<file path="config.mk">
export PLATFORM = sky130hd
export DESIGN_NAME = spi_fifo_master
export DESIGN_NICKNAME = d
export VERILOG_FILES = /design/src/rtl/spim_pkg.sv /design/src/rtl/spim_fifo.sv /design/src/rtl/spim_shifter.sv /design/src/rtl/spim_flags.sv /design/src/rtl/spi_fifo_master.sv
export SDC_FILE = /design/constraint.sdc
export NUM_CORES = 1
export LEC_CHECK = 0
export CAP_MARGIN = 20
export CORE_UTILIZATION = 69
export DETAILED_ROUTE_END_ITERATION = 10
export DONT_BUFFER_PORTS = 1
export GPL_TIMING_DRIVEN = 0
export MAX_ROUTING_LAYER = met4
export PLACE_DENSITY = 0.87
export RECOVER_POWER = 25
export SYNTH_ARGS = -nofsm -noshare
export SYNTH_HDL_FRONTEND = slang
export SYNTH_HIERARCHICAL = 1
export SYNTH_SLANG_ARGS = --single-unit
</file>
<file path="constraint.sdc">
create_clock -name clk -period 10.85 [get_ports clk]
set_clock_uncertainty 0.15 [all_clocks]
set_input_delay 0.5425 -clock clk [delete_from_list [all_inputs] [get_ports clk]]
set_output_delay 0.5425 -clock clk [all_outputs]
set_load 0.02 [all_outputs]
</file>
<file path="src/rtl/spim_pkg.sv">
package spim_pkg;
  localparam int REG_W = 8;
  localparam int CNT_W = 16;
  localparam int NFLAGS = 4;

  typedef enum logic [2:0] {
    A_CTRL  = 3'd0,
    A_IEN   = 3'd1,
    A_FLAG  = 3'd2,
    A_DIV   = 3'd3,
    A_DATA  = 3'd4,
    A_LEVEL = 3'd5,
    A_CNTL  = 3'd6,
    A_CNTH  = 3'd7
  } reg_addr_e;

  typedef enum logic [1:0] {SH_IDLE, SH_LOW, SH_HIGH} sh_state_e;

  typedef struct packed {
    logic auto_be;
    logic lsb_first;
    logic rx_dir;
    logic idle_high;
  } ctrl_t;

  localparam int F_BYTE = 0;
  localparam int F_HALF = 1;
  localparam int F_ERR  = 2;
  localparam int F_CEND = 3;
endpackage

</file>
<file path="src/rtl/spim_fifo.sv">
module spim_fifo #(
  parameter int W = 8,
  parameter int DEPTH = 8,
  localparam int LW = $clog2(DEPTH + 1),
  localparam int PW = $clog2(DEPTH)
) (
  input  logic          clk,
  input  logic          rst_n,
  input  logic          flush,
  input  logic          in_valid,
  output logic          in_ready,
  input  logic [W-1:0]  in_data,
  output logic          out_valid,
  input  logic          out_ready,
  output logic [W-1:0]  out_data,
  output logic [LW-1:0] level,
  output logic          half_cross
);
  localparam logic [LW-1:0] FULL = LW'(DEPTH);
  localparam logic [LW-1:0] HALF_M1 = LW'(DEPTH / 2 - 1);

  logic [W-1:0] mem [DEPTH];
  logic [PW-1:0] wp, rp;
  logic push, pop;

  assign in_ready  = (level != FULL);
  assign out_valid = (level != '0);
  assign push = in_valid && in_ready;
  assign pop  = out_valid && out_ready;
  assign out_data = mem[rp];
  assign half_cross = push && !pop && (level == HALF_M1);

  always_ff @(posedge clk) begin
    if (push) mem[wp] <= in_data;
  end

  always_ff @(posedge clk or negedge rst_n) begin
    if (!rst_n) begin
      wp <= '0;
      rp <= '0;
      level <= '0;
    end else if (flush) begin
      wp <= '0;
      rp <= '0;
      level <= '0;
    end else begin
      if (push) wp <= wp + PW'(1);
      if (pop)  rp <= rp + PW'(1);
      if (push && !pop) level <= level + LW'(1);
      else if (pop && !push) level <= level - LW'(1);
    end
  end

  a_r5_level_bound: assert property (@(posedge clk) disable iff (!rst_n)
    level <= FULL);
  a_r5_full_drop: assert property (@(posedge clk) disable iff (!rst_n)
    (in_valid && !in_ready && !out_ready && !flush) |=> $stable(level));
endmodule

</file>
<file path="src/rtl/spim_shifter.sv">
module spim_shifter #(
  parameter int W = 8,
  parameter int DW = 8,
  localparam int BW = $clog2(W)
) (
  input  logic          clk,
  input  logic          rst_n,
  input  logic          abort,
  input  logic          idle_high,
  input  logic          lsb_first,
  input  logic [DW-1:0] div,
  input  logic          start,
  input  logic [W-1:0]  tx_byte,
  input  logic          miso,
  output logic          busy,
  output logic          done,
  output logic [W-1:0]  rx_byte,
  output logic          sck,
  output logic          mosi
);
  import spim_pkg::*;

  sh_state_e st;
  logic [DW-1:0] cnt, lo_len, hi_len;
  logic [BW-1:0] bitn;
  logic [W-1:0] txsh, rxsh;

  assign hi_len = div >> 1;
  assign lo_len = div - hi_len;
  assign busy = (st != SH_IDLE);
  assign rx_byte = rxsh;
  assign mosi = lsb_first ? txsh[0] : txsh[W-1];

  always_comb begin
    case (st)
      SH_LOW:  sck = 1'b0;
      SH_HIGH: sck = 1'b1;
      default: sck = idle_high;
    endcase
  end

  always_ff @(posedge clk or negedge rst_n) begin
    if (!rst_n) begin
      st <= SH_IDLE;
      cnt <= '0;
      bitn <= '0;
      txsh <= '0;
      rxsh <= '0;
      done <= 1'b0;
    end else begin
      done <= 1'b0;
      if (abort) begin
        st <= SH_IDLE;
      end else begin
        case (st)
          SH_IDLE: if (start) begin
            txsh <= tx_byte;
            bitn <= '0;
            cnt <= lo_len - DW'(1);
            st <= SH_LOW;
          end
          SH_LOW: if (cnt == '0) begin
            rxsh <= lsb_first ? {miso, rxsh[W-1:1]} : {rxsh[W-2:0], miso};
            cnt <= hi_len - DW'(1);
            st <= SH_HIGH;
          end else begin
            cnt <= cnt - DW'(1);
          end
          SH_HIGH: if (cnt == '0) begin
            if (bitn == BW'(W - 1)) begin
              st <= SH_IDLE;
              done <= 1'b1;
            end else begin
              txsh <= lsb_first ? (txsh >> 1) : (txsh << 1);
              bitn <= bitn + BW'(1);
              cnt <= lo_len - DW'(1);
              st <= SH_LOW;
            end
          end else begin
            cnt <= cnt - DW'(1);
          end
          default: st <= SH_IDLE;
        endcase
      end
    end
  end

  // a byte may only be launched from the idle state
  a_r2_start_when_idle: assert property (@(posedge clk) disable iff (!rst_n)
    start |-> !busy);
  // MOSI holds steady through the high phase, where the receiver samples
  a_r4_mosi_hold_high: assert property (@(posedge clk) disable iff (!rst_n)
    (st == SH_HIGH && $past(st) == SH_HIGH) |-> $stable(mosi));
endmodule

</file>
<file path="src/rtl/spim_flags.sv">
module spim_flags #(
  parameter int N = 4
) (
  input  logic         clk,
  input  logic         rst_n,
  input  logic         clear_all,
  input  logic [N-1:0] set,
  input  logic         w1c_we,
  input  logic [N-1:0] w1c_mask,
  input  logic [N-1:0] hw_clr,
  input  logic [N-1:0] ien,
  output logic [N-1:0] flags,
  output logic         irq
);
  logic [N-1:0] clr;

  assign clr = (w1c_we ? w1c_mask : '0) | hw_clr;
  assign irq = |(flags & ien);

  always_ff @(posedge clk or negedge rst_n) begin
    if (!rst_n) flags <= '0;
    else if (clear_all) flags <= '0;
    else flags <= (flags & ~clr) | set;
  end

  a_r12_clear_all: assert property (@(posedge clk) disable iff (!rst_n)
    clear_all |=> (flags == '0));
  a_r10_flag_sticky: assert property (@(posedge clk) disable iff (!rst_n)
    ((|set) && !clear_all) |=> ((flags & $past(set)) == $past(set)));
endmodule

</file>
<file path="src/rtl/spi_fifo_master.sv">
module spi_fifo_master #(
  parameter int DEPTH = 8,
  parameter int DW = 8,
  localparam int LW = $clog2(DEPTH + 1)
) (
  input  logic       clk,
  input  logic       rst_n,
  input  logic       reg_we,
  input  logic       reg_re,
  input  logic [2:0] reg_addr,
  input  logic [7:0] reg_wdata,
  output logic [7:0] reg_rdata,
  output logic       sck,
  output logic       mosi,
  input  logic       miso,
  output logic       irq
);
  import spim_pkg::*;

  localparam logic [DW-1:0] DIV_MIN = DW'(2);

  ctrl_t ctrl_q;
  logic [NFLAGS-1:0] ien_q, flags, set_v, hw_clr;
  logic [DW-1:0] div_q;
  logic [7:0] cnt_stage;
  logic [CNT_W-1:0] remaining;

  logic wr_ctrl, clear_all, wr_cnth, data_acc;
  logic cpu_push, cpu_pop;
  logic f_in_valid, f_in_ready, f_out_valid, f_out_ready, f_half;
  logic [7:0] f_in_data, f_out_data;
  logic [LW-1:0] f_level;
  logic sh_busy, sh_done, sh_start;
  logic [7:0] sh_rx, sh_tx;
  logic free;

  assign wr_ctrl   = reg_we && (reg_addr == A_CTRL);
  assign clear_all = wr_ctrl && reg_wdata[0];
  assign wr_cnth   = reg_we && (reg_addr == A_CNTH);
  assign data_acc  = (reg_we || reg_re) && (reg_addr == A_DATA);
  assign cpu_push  = reg_we && (reg_addr == A_DATA) && !ctrl_q.rx_dir;
  assign cpu_pop   = reg_re && (reg_addr == A_DATA) && ctrl_q.rx_dir;

  // FIFO streams: direction bit swaps which side feeds and which drains
  assign f_in_valid  = ctrl_q.rx_dir ? sh_done : cpu_push;
  assign f_in_data   = ctrl_q.rx_dir ? sh_rx : reg_wdata;
  assign f_out_ready = ctrl_q.rx_dir ? cpu_pop : sh_start;

  spim_fifo #(.W(8), .DEPTH(DEPTH)) u_fifo (
    .clk(clk), .rst_n(rst_n), .flush(clear_all),
    .in_valid(f_in_valid), .in_ready(f_in_ready), .in_data(f_in_data),
    .out_valid(f_out_valid), .out_ready(f_out_ready), .out_data(f_out_data),
    .level(f_level), .half_cross(f_half)
  );

  assign sh_start = !sh_busy && !sh_done && !clear_all && (remaining != '0) &&
                    (ctrl_q.rx_dir ? f_in_ready : f_out_valid);
  assign sh_tx = ctrl_q.rx_dir ? 8'hFF : f_out_data;

  spim_shifter #(.W(8), .DW(DW)) u_shift (
    .clk(clk), .rst_n(rst_n), .abort(clear_all),
    .idle_high(ctrl_q.idle_high), .lsb_first(ctrl_q.lsb_first), .div(div_q),
    .start(sh_start), .tx_byte(sh_tx), .miso(miso),
    .busy(sh_busy), .done(sh_done), .rx_byte(sh_rx),
    .sck(sck), .mosi(mosi)
  );

  always_comb begin
    set_v = '0;
    set_v[F_BYTE] = sh_done;
    set_v[F_HALF] = f_half;
    set_v[F_ERR]  = (cpu_push && !f_in_ready) ||
                    (reg_re && (reg_addr == A_DATA) && ctrl_q.rx_dir && !f_out_valid);
    set_v[F_CEND] = sh_done && (remaining == CNT_W'(1));
    hw_clr = '0;
    hw_clr[F_BYTE] = ctrl_q.auto_be && data_acc;
  end

  spim_flags #(.N(NFLAGS)) u_flags (
    .clk(clk), .rst_n(rst_n), .clear_all(clear_all), .set(set_v),
    .w1c_we(reg_we && (reg_addr == A_FLAG)), .w1c_mask(reg_wdata[NFLAGS-1:0]),
    .hw_clr(hw_clr), .ien(ien_q), .flags(flags), .irq(irq)
  );

  always_ff @(posedge clk or negedge rst_n) begin
    if (!rst_n) begin
      ctrl_q <= '0;
      ien_q <= '0;
      div_q <= DIV_MIN;
      cnt_stage <= '0;
    end else if (reg_we) begin
      case (reg_addr)
        A_CTRL: ctrl_q <= '{auto_be: reg_wdata[4], lsb_first: reg_wdata[3],
                            rx_dir: reg_wdata[2], idle_high: reg_wdata[1]};
        A_IEN:  ien_q <= reg_wdata[NFLAGS-1:0];
        A_DIV:  div_q <= (DW'(reg_wdata) < DIV_MIN) ? DIV_MIN : DW'(reg_wdata);
        A_CNTL: cnt_stage <= reg_wdata;
        default: ;
      endcase
    end
  end

  always_ff @(posedge clk or negedge rst_n) begin
    if (!rst_n) remaining <= '0;
    else if (clear_all) remaining <= '0;
    else if (wr_cnth) remaining <= {reg_wdata, cnt_stage};
    else if (sh_done && remaining != '0) remaining <= remaining - CNT_W'(1);
  end

  assign free = !sh_busy && (remaining == '0);

  always_comb begin
    case (reg_addr)
      A_CTRL:  reg_rdata = {3'b000, ctrl_q.auto_be, ctrl_q.lsb_first,
                            ctrl_q.rx_dir, ctrl_q.idle_high, 1'b0};
      A_IEN:   reg_rdata = 8'(ien_q);
      A_FLAG:  reg_rdata = {free, 3'b000, flags};
      A_DIV:   reg_rdata = 8'(div_q);
      A_DATA:  reg_rdata = (ctrl_q.rx_dir && f_out_valid) ? f_out_data : 8'h00;
      A_LEVEL: reg_rdata = 8'(f_level);
      A_CNTL:  reg_rdata = remaining[7:0];
      default: reg_rdata = remaining[15:8];
    endcase
  end

  // each completed byte takes exactly one off the count
  a_r7_count_step: assert property (@(posedge clk) disable iff (!rst_n)
    (sh_done && remaining != '0 && !clear_all && !wr_cnth) |=>
      (remaining == $past(remaining) - CNT_W'(1)));
  // with nothing left to move, the shifter never leaves idle
  a_r8_stay_idle: assert property (@(posedge clk) disable iff (!rst_n)
    (remaining == '0 && !sh_busy && !wr_cnth) |=> !sh_busy);
endmodule

</file>
### After elaboration in Yosys (flattened, before gate mapping)

Memories as Yosys holds them, arrays and structs flattened.
Cells that the tools add are included.

* bits in registers: 84
* RAM bits: 64
* output and inout bits: 11
* word-level logic and storage cells: 162
* memories: 1

* add/subtract/negate cells: 10
* magnitude comparators: 1
* eq/ne operators: 20
* muxes and demuxes: 49
* bitwise logic cells: 6
* reductions and logical operators: 57

Memories
* u_fifo.mem: words 8, width 8, rd ports 1, clocked after memory_dff 0, wr ports 1, RTL line spim_fifo.sv:22 `logic [W-1:0] mem [DEPTH];`

Operators with widths (number)
* two-way mux 8 bit: 13
* case mux 8 bit (7 select lines): 1
* two-way mux 16 bit: 3
* logical AND 1 bit: 25
* case mux 8 bit (3 select lines): 1
* two-way mux 3 bit: 7
* two-way mux 4 bit: 5
* equality test 16 x 1 -> 1 bit (second input constant): 1
* zero test 16 bit: 1
* case mux 8 bit (2 select lines): 1
* nonzero test 16 bit: 1
* subtractor 16 x 1 -> 16 bit (second input constant): 1
* subtractor 8 x 1 -> 8 bit (second input constant): 2
* equality test 3 bit (second input constant): 5
* two-way mux 1 bit: 11
* adder 3 x 1 -> 3 bit (second input constant): 3
* nonzero test 3 bit: 3
* AND 4 bit: 2
* zero test 1 bit: 8
* zero test 8 bit: 1
* less-than comparator 8 x 2 -> 1 bit (second input constant): 1
* two-way mux 2 bit: 4
* AND reduction 2 bit: 4
* nonzero test 2 bit: 4
* other kinds (29): 35

### Depth between registers and ports, before layout

* word-level depth: 14
* mapped depth: 14
* mapped depth without buffers: 14

### By module

Netlist, hierarchy kept.

Modules (own cells, without submodules)
* spim_fifo: instances 1, cells an instance 168, area each 3116.7 um^2
* spi_fifo_master: instances 1, cells an instance 302, area each 2692.6 um^2
* spim_shifter: instances 1, cells an instance 269, area each 2419.8 um^2
* spim_flags: instances 1, cells an instance 23, area each 188.9 um^2

### Worst setup path after synthesis

Ideal clock, no wire load.

* path type: register to register
* start point: register remaining[0]
* end point: register u_fifo.level[3]
* arrival time: 3.281 ns
* setup slack: 7.294 ns
* cell stages (with the launch flop): 15
* cells stage by stage: dfrtp_1 inv_1 ha_1 or3b_2 or4_4 nand3_1 o22ai_1 nand2_1 ha_1 inv_1 ha_1 a21oi_1 a211oi_1 a31oi_1 mux2_2

* longest elaborated chain between the ends: 9
* elaborated cells on any way between the ends: 11

RTL lines
* start, declared: RTL line spi_fifo_master.sv:26 `logic [CNT_W-1:0] remaining;`
* start signal, assigned: RTL line spi_fifo_master.sv:106 `else if (wr_cnth) remaining <= {reg_wdata, cnt_stage};`
* start signal, assigned: RTL line spi_fifo_master.sv:107 `else if (sh_done && remaining != '0) remaining <= remaining - CNT_W'(1);`
* nonzero test 16 bit (*): RTL line spi_fifo_master.sv:56 `assign sh_start = !sh_busy && !sh_done && !clear_all && (remaining != '0) &&`
* logical AND 1 bit (*) (2 in series): RTL line spi_fifo_master.sv:56
* two-way mux 1 bit (*): RTL line spi_fifo_master.sv:47 `assign f_out_ready = ctrl_q.rx_dir ? cpu_pop : sh_start;`
* net f_out_ready: RTL line spi_fifo_master.sv:30 `logic f_in_valid, f_in_ready, f_out_valid, f_out_ready, f_half;`
* logical AND 1 bit (*): RTL line spim_fifo.sv:29 `assign pop = out_valid && out_ready;`
* zero test 1 bit: RTL line spim_fifo.sv:49 `if (push && !pop) level <= level + LW'(1);`
* logical AND 1 bit: RTL line spim_fifo.sv:49
* two-way mux 4 bit: RTL line spim_fifo.sv:49
* two-way mux 4 bit: RTL line spim_fifo.sv:42 `end else if (flush) begin`
* end signal, assigned: RTL line spim_fifo.sv:49
* end signal, assigned: RTL line spim_fifo.sv:50 `else if (pop && !push) level <= level - LW'(1);`
* end, declared: RTL line spim_fifo.sv:16 `output logic [LW-1:0] level,`

Mark *: on every way through the listed nets, which the timed path passes. The rest lies on a longest branch.
A chain may end at the register's enable or synchronous reset.

==> run metrics <==
outcome complete, but fails checks; failing checks DRC, capacitance limit, slew limit; share of cells above drive strength 1 14.8%; reg-to-reg endpoint u_fifo/level[3]; critical path required time 10.11 ns; R2R Setup Slk 6.68 ns; final slew viol count 85; number of global-route vias before repair 6520; final core occ 78.7%; footprint of the multi-input gates 4070 um2; Synth top area share 24.7%; GRT Residual Overflow 0; Synth Register Bits 148; Setup CP Type in -> async; WHS 0.118 ns; Clock transition at path regs 0.06 ns; Int Pwr 1.43 mW; most frequent cells in the layout 83 x nor2_1, 83 x dfrtp_1, 64 x edfxtp_1, 53 x nand2_1; # DRC 1; final WL 22700 um; Core ar. 11700 um2; RSZ-0062 raised after global routing false; nets 837; htree depth 4; Overall Power 2.34 mW; Setup TNS 0 ns; Worst Hold Class in -> reg; Final Hold Vio Count 0; num rows 39; PortBufs 0; Flop pwr share 35.3%; critical path's top delay family buffers and inverters; post-synthesis cell type count 73; leading area contributor after synthesis dfrtp_1; Max Freq 0.194 GHz; area grow syn2layout 9.08%; asr flop ratio synth 56.8%; Worst IR Drop VDD 202 uV; post-route minimum period 5.16 ns; pwr/cell area 255 nW/um2; Setup WS pre-CTS 6.84 ns; Sink Count 148; DPL Wire Length 15200 um; top post-synthesis cells by area dfrtp_1 25%, edfxtp_1 23%, mux2_2 5.8%; placed cells 909; Syn Inst Count 762; first-pass GRT wire length 35600 um; final period utilization 47.5%; Chip Width 112 um; clock latency on the worst-skew pair 0.43 ns; headroom to the max-slew limit -215%; vias per cell 7.10; vias 6691; Max-Cap Viols 1; Critical Path AT 4.42 ns; sw power 0.914 mW; initial antenna violation count 0; Switching Fraction 39.1%; # diodes 0; TritonCTS clock tree built; crit path buf inv count 2; Main synth FF type dfrtp_1; YS warnings 6; final instance area 9180 um2; kind of end point of the critical path asynchronous set/reset pin; sequential share of the synthesized area 47.8%; Initial Util 72.2%; Comb pwr share 40.9%; Max stage delay on crit path 3.31 ns; R2R Path Start remaining[1]; Mapped Avg Cell Area 11.0 um2; RePlAce Congestion 0.929; Clock Power Share 23.9%; Sequential Area 4030 um2; Hold Path End cnt_stage[3]; startpoint types input pin; EDFF count, synth 64; DRT Pass-1 Iters 9; Critical Path Fanout Max 84; clock root cell clkbuf_16; largest net degree at the start of global routing 85; Hold Startpoint reg_wdata[3]; total global-route track usage 39.0%; Detailed Route Iter0 Violations 770; Leak Pwr 3.64 nW; setup violators final 0; CTS buffer count 17; ANT nets after route 0; setup ws final 5.69 ns; DIE AREA 12600 um2; worst reg2reg path depth 14; Filler cells 719; Die H 112 um; Finished Layout Cells 942; Hold Path Depth 1; drt wl/cell 24.1 um; critical path cell sequence dlygate4sd3_1, clkbuf_1; cell area after synthesis 8420 um2; slowest stage cell, crit path clkbuf_1; Max Root-Sink Buffers 2; worst slew pin tran 4.73 ns; placed cell areas 8610 um2; I/O pin cnt 27
worst register-to-register path: stages (launching register included):
cell	delay [ns]
dfrtp_1	0.46
inv_1	0.16
ha_1	0.16
or3b_2	0.50
or4_4	0.55
nand3_1	0.16
o22ai_1	0.14
nand2_1	0.16
ha_1	0.26
inv_1	0.12
ha_1	0.33
a21oi_1	0.25
a211oi_1	0.13
a31oi_1	0.18
mux2_2	0.35
synthesized netlist by cell type (3+ instances only):
| cell | count |
|---|---|
| dfrtp_1 | 83 |
| nor2_1 | 83 |
| edfxtp_1 | 64 |
| nand2_1 | 53 |
| a21oi_1 | 43 |
| mux2_2 | 43 |
| inv_1 | 39 |
| ha_1 | 32 |
| o21ai_0 | 32 |
| mux2i_1 | 26 |
| clkbuf_1 | 23 |
| nor3_1 | 18 |
| mux4_1 | 16 |
| nand3_1 | 14 |
| or2_2 | 13 |
| a31oi_1 | 12 |
| or4_1 | 10 |
| nand2b_1 | 9 |
| a22oi_1 | 8 |
| nor2b_1 | 8 |
| o211ai_1 | 8 |
| nor4_1 | 7 |
| xnor2_1 | 7 |
| a221oi_1 | 6 |
| buf_1 | 6 |
| o22ai_1 | 6 |
| o311ai_0 | 6 |
| xor2_1 | 6 |
| nand4_1 | 5 |
| a32oi_1 | 4 |
| buf_2 | 4 |
| o31ai_1 | 4 |
| buf_6 | 3 |
| mux2_4 | 3 |
| nand3b_1 | 3 |
| o221ai_1 | 3 |
| or3_1 | 3 |
| or3b_2 | 3 |
routing by layer:
| layer | share of wire [%] | GRT usage (%) | up-vias |
|---|---|---|---|
| met5 | 0 | - | - |
| met4 | 4.1 | 17.1 | 0 |
| met3 | 11 | 7.83 | 95 |
| met2 | 49 | 63.1 | 502 |
| met1 | 36 | 48.1 | 3212 |
| li1 | - | - | 2882 |
sequential cells by signal, summed over array words and instances, names as in the netlist:
signal           flops
u_shift/rx_byte      8
ien_q                4
u_shift/cnt          8
u_shift/done         1
u_shift/st           2
u_fifo/level         4
u_fifo/mem          64
u_shift/txsh         8
cnt_stage            8
u_fifo/wp            3
u_flags/flags        4
remaining           16
div_q                8
u_shift/bitn         3
u_fifo/rp            3
ctrl_q               4
kinds of logic (layout without fill, tap and decap cells):
family,count (synthesis),count (layout),synth area share (%)
buffers and inverters,77,112,3.97
AO/OA/AOI/OAI,156,156,12.3
XOR/XNOR,13,13,1.35
adder cells (fa/ha/maj),34,34,5.23
AND/OR/NAND/NOR,243,243,14.4
multiplexers,90,90,14.9
flip-flops,148,148,47.8
other,1,3,0.0445
area by class of cell:
cell class,count,area share (%)
Multi-Input combinational cell,539,44.3
Tap cell,143,1.95
Buffer,38,2.04
Timing Repair Buffer,4,0.259
Clock inverter,13,1.36
Sequential cell,148,43.8
Inverter,39,1.59
Clock buffer,18,4.67
how the worst max path moves through the flow:
| stage | from | to | slack (ns) | cells after the start |
|---|---|---|---|---|
| after floorplan | remaining[0] | u_fifo/level[3] | 7.29 | 14 |
| after global placement | remaining[1] | u_fifo/level[3] | 6.95 | 14 |
| after detailed placement | remaining[0] | u_fifo/level[3] | 6.84 | 14 |
| after CTS | remaining[1] | u_fifo/level[3] | 6.79 | 14 |
| after global routing | rst_n | cnt_stage[3] | 4.87 | 2 |
| final | rst_n | ctrl_q[1] | 5.69 | 2 |
what timing repair did:
item,CTS,global route
endpoints found under the hold margin,84,0
hold buffers,2,0
resized for setup,0,0
setup buffers,0,0
power by group through the flow:
stage / Clock [mW] / Sequential [mW] / Combinational [mW]
after detailed placement: 0 / 0.828 / 0.912
after floorplan: 0 / 0.785 / 0.725
after global routing: 0.584 / 0.834 / 1.03
after CTS: 0.562 / 0.820 / 0.938
after global placement: 0 / 0.819 / 0.876
final: 0.558 / 0.825 / 0.956
(Power assumes the default switching activity.)
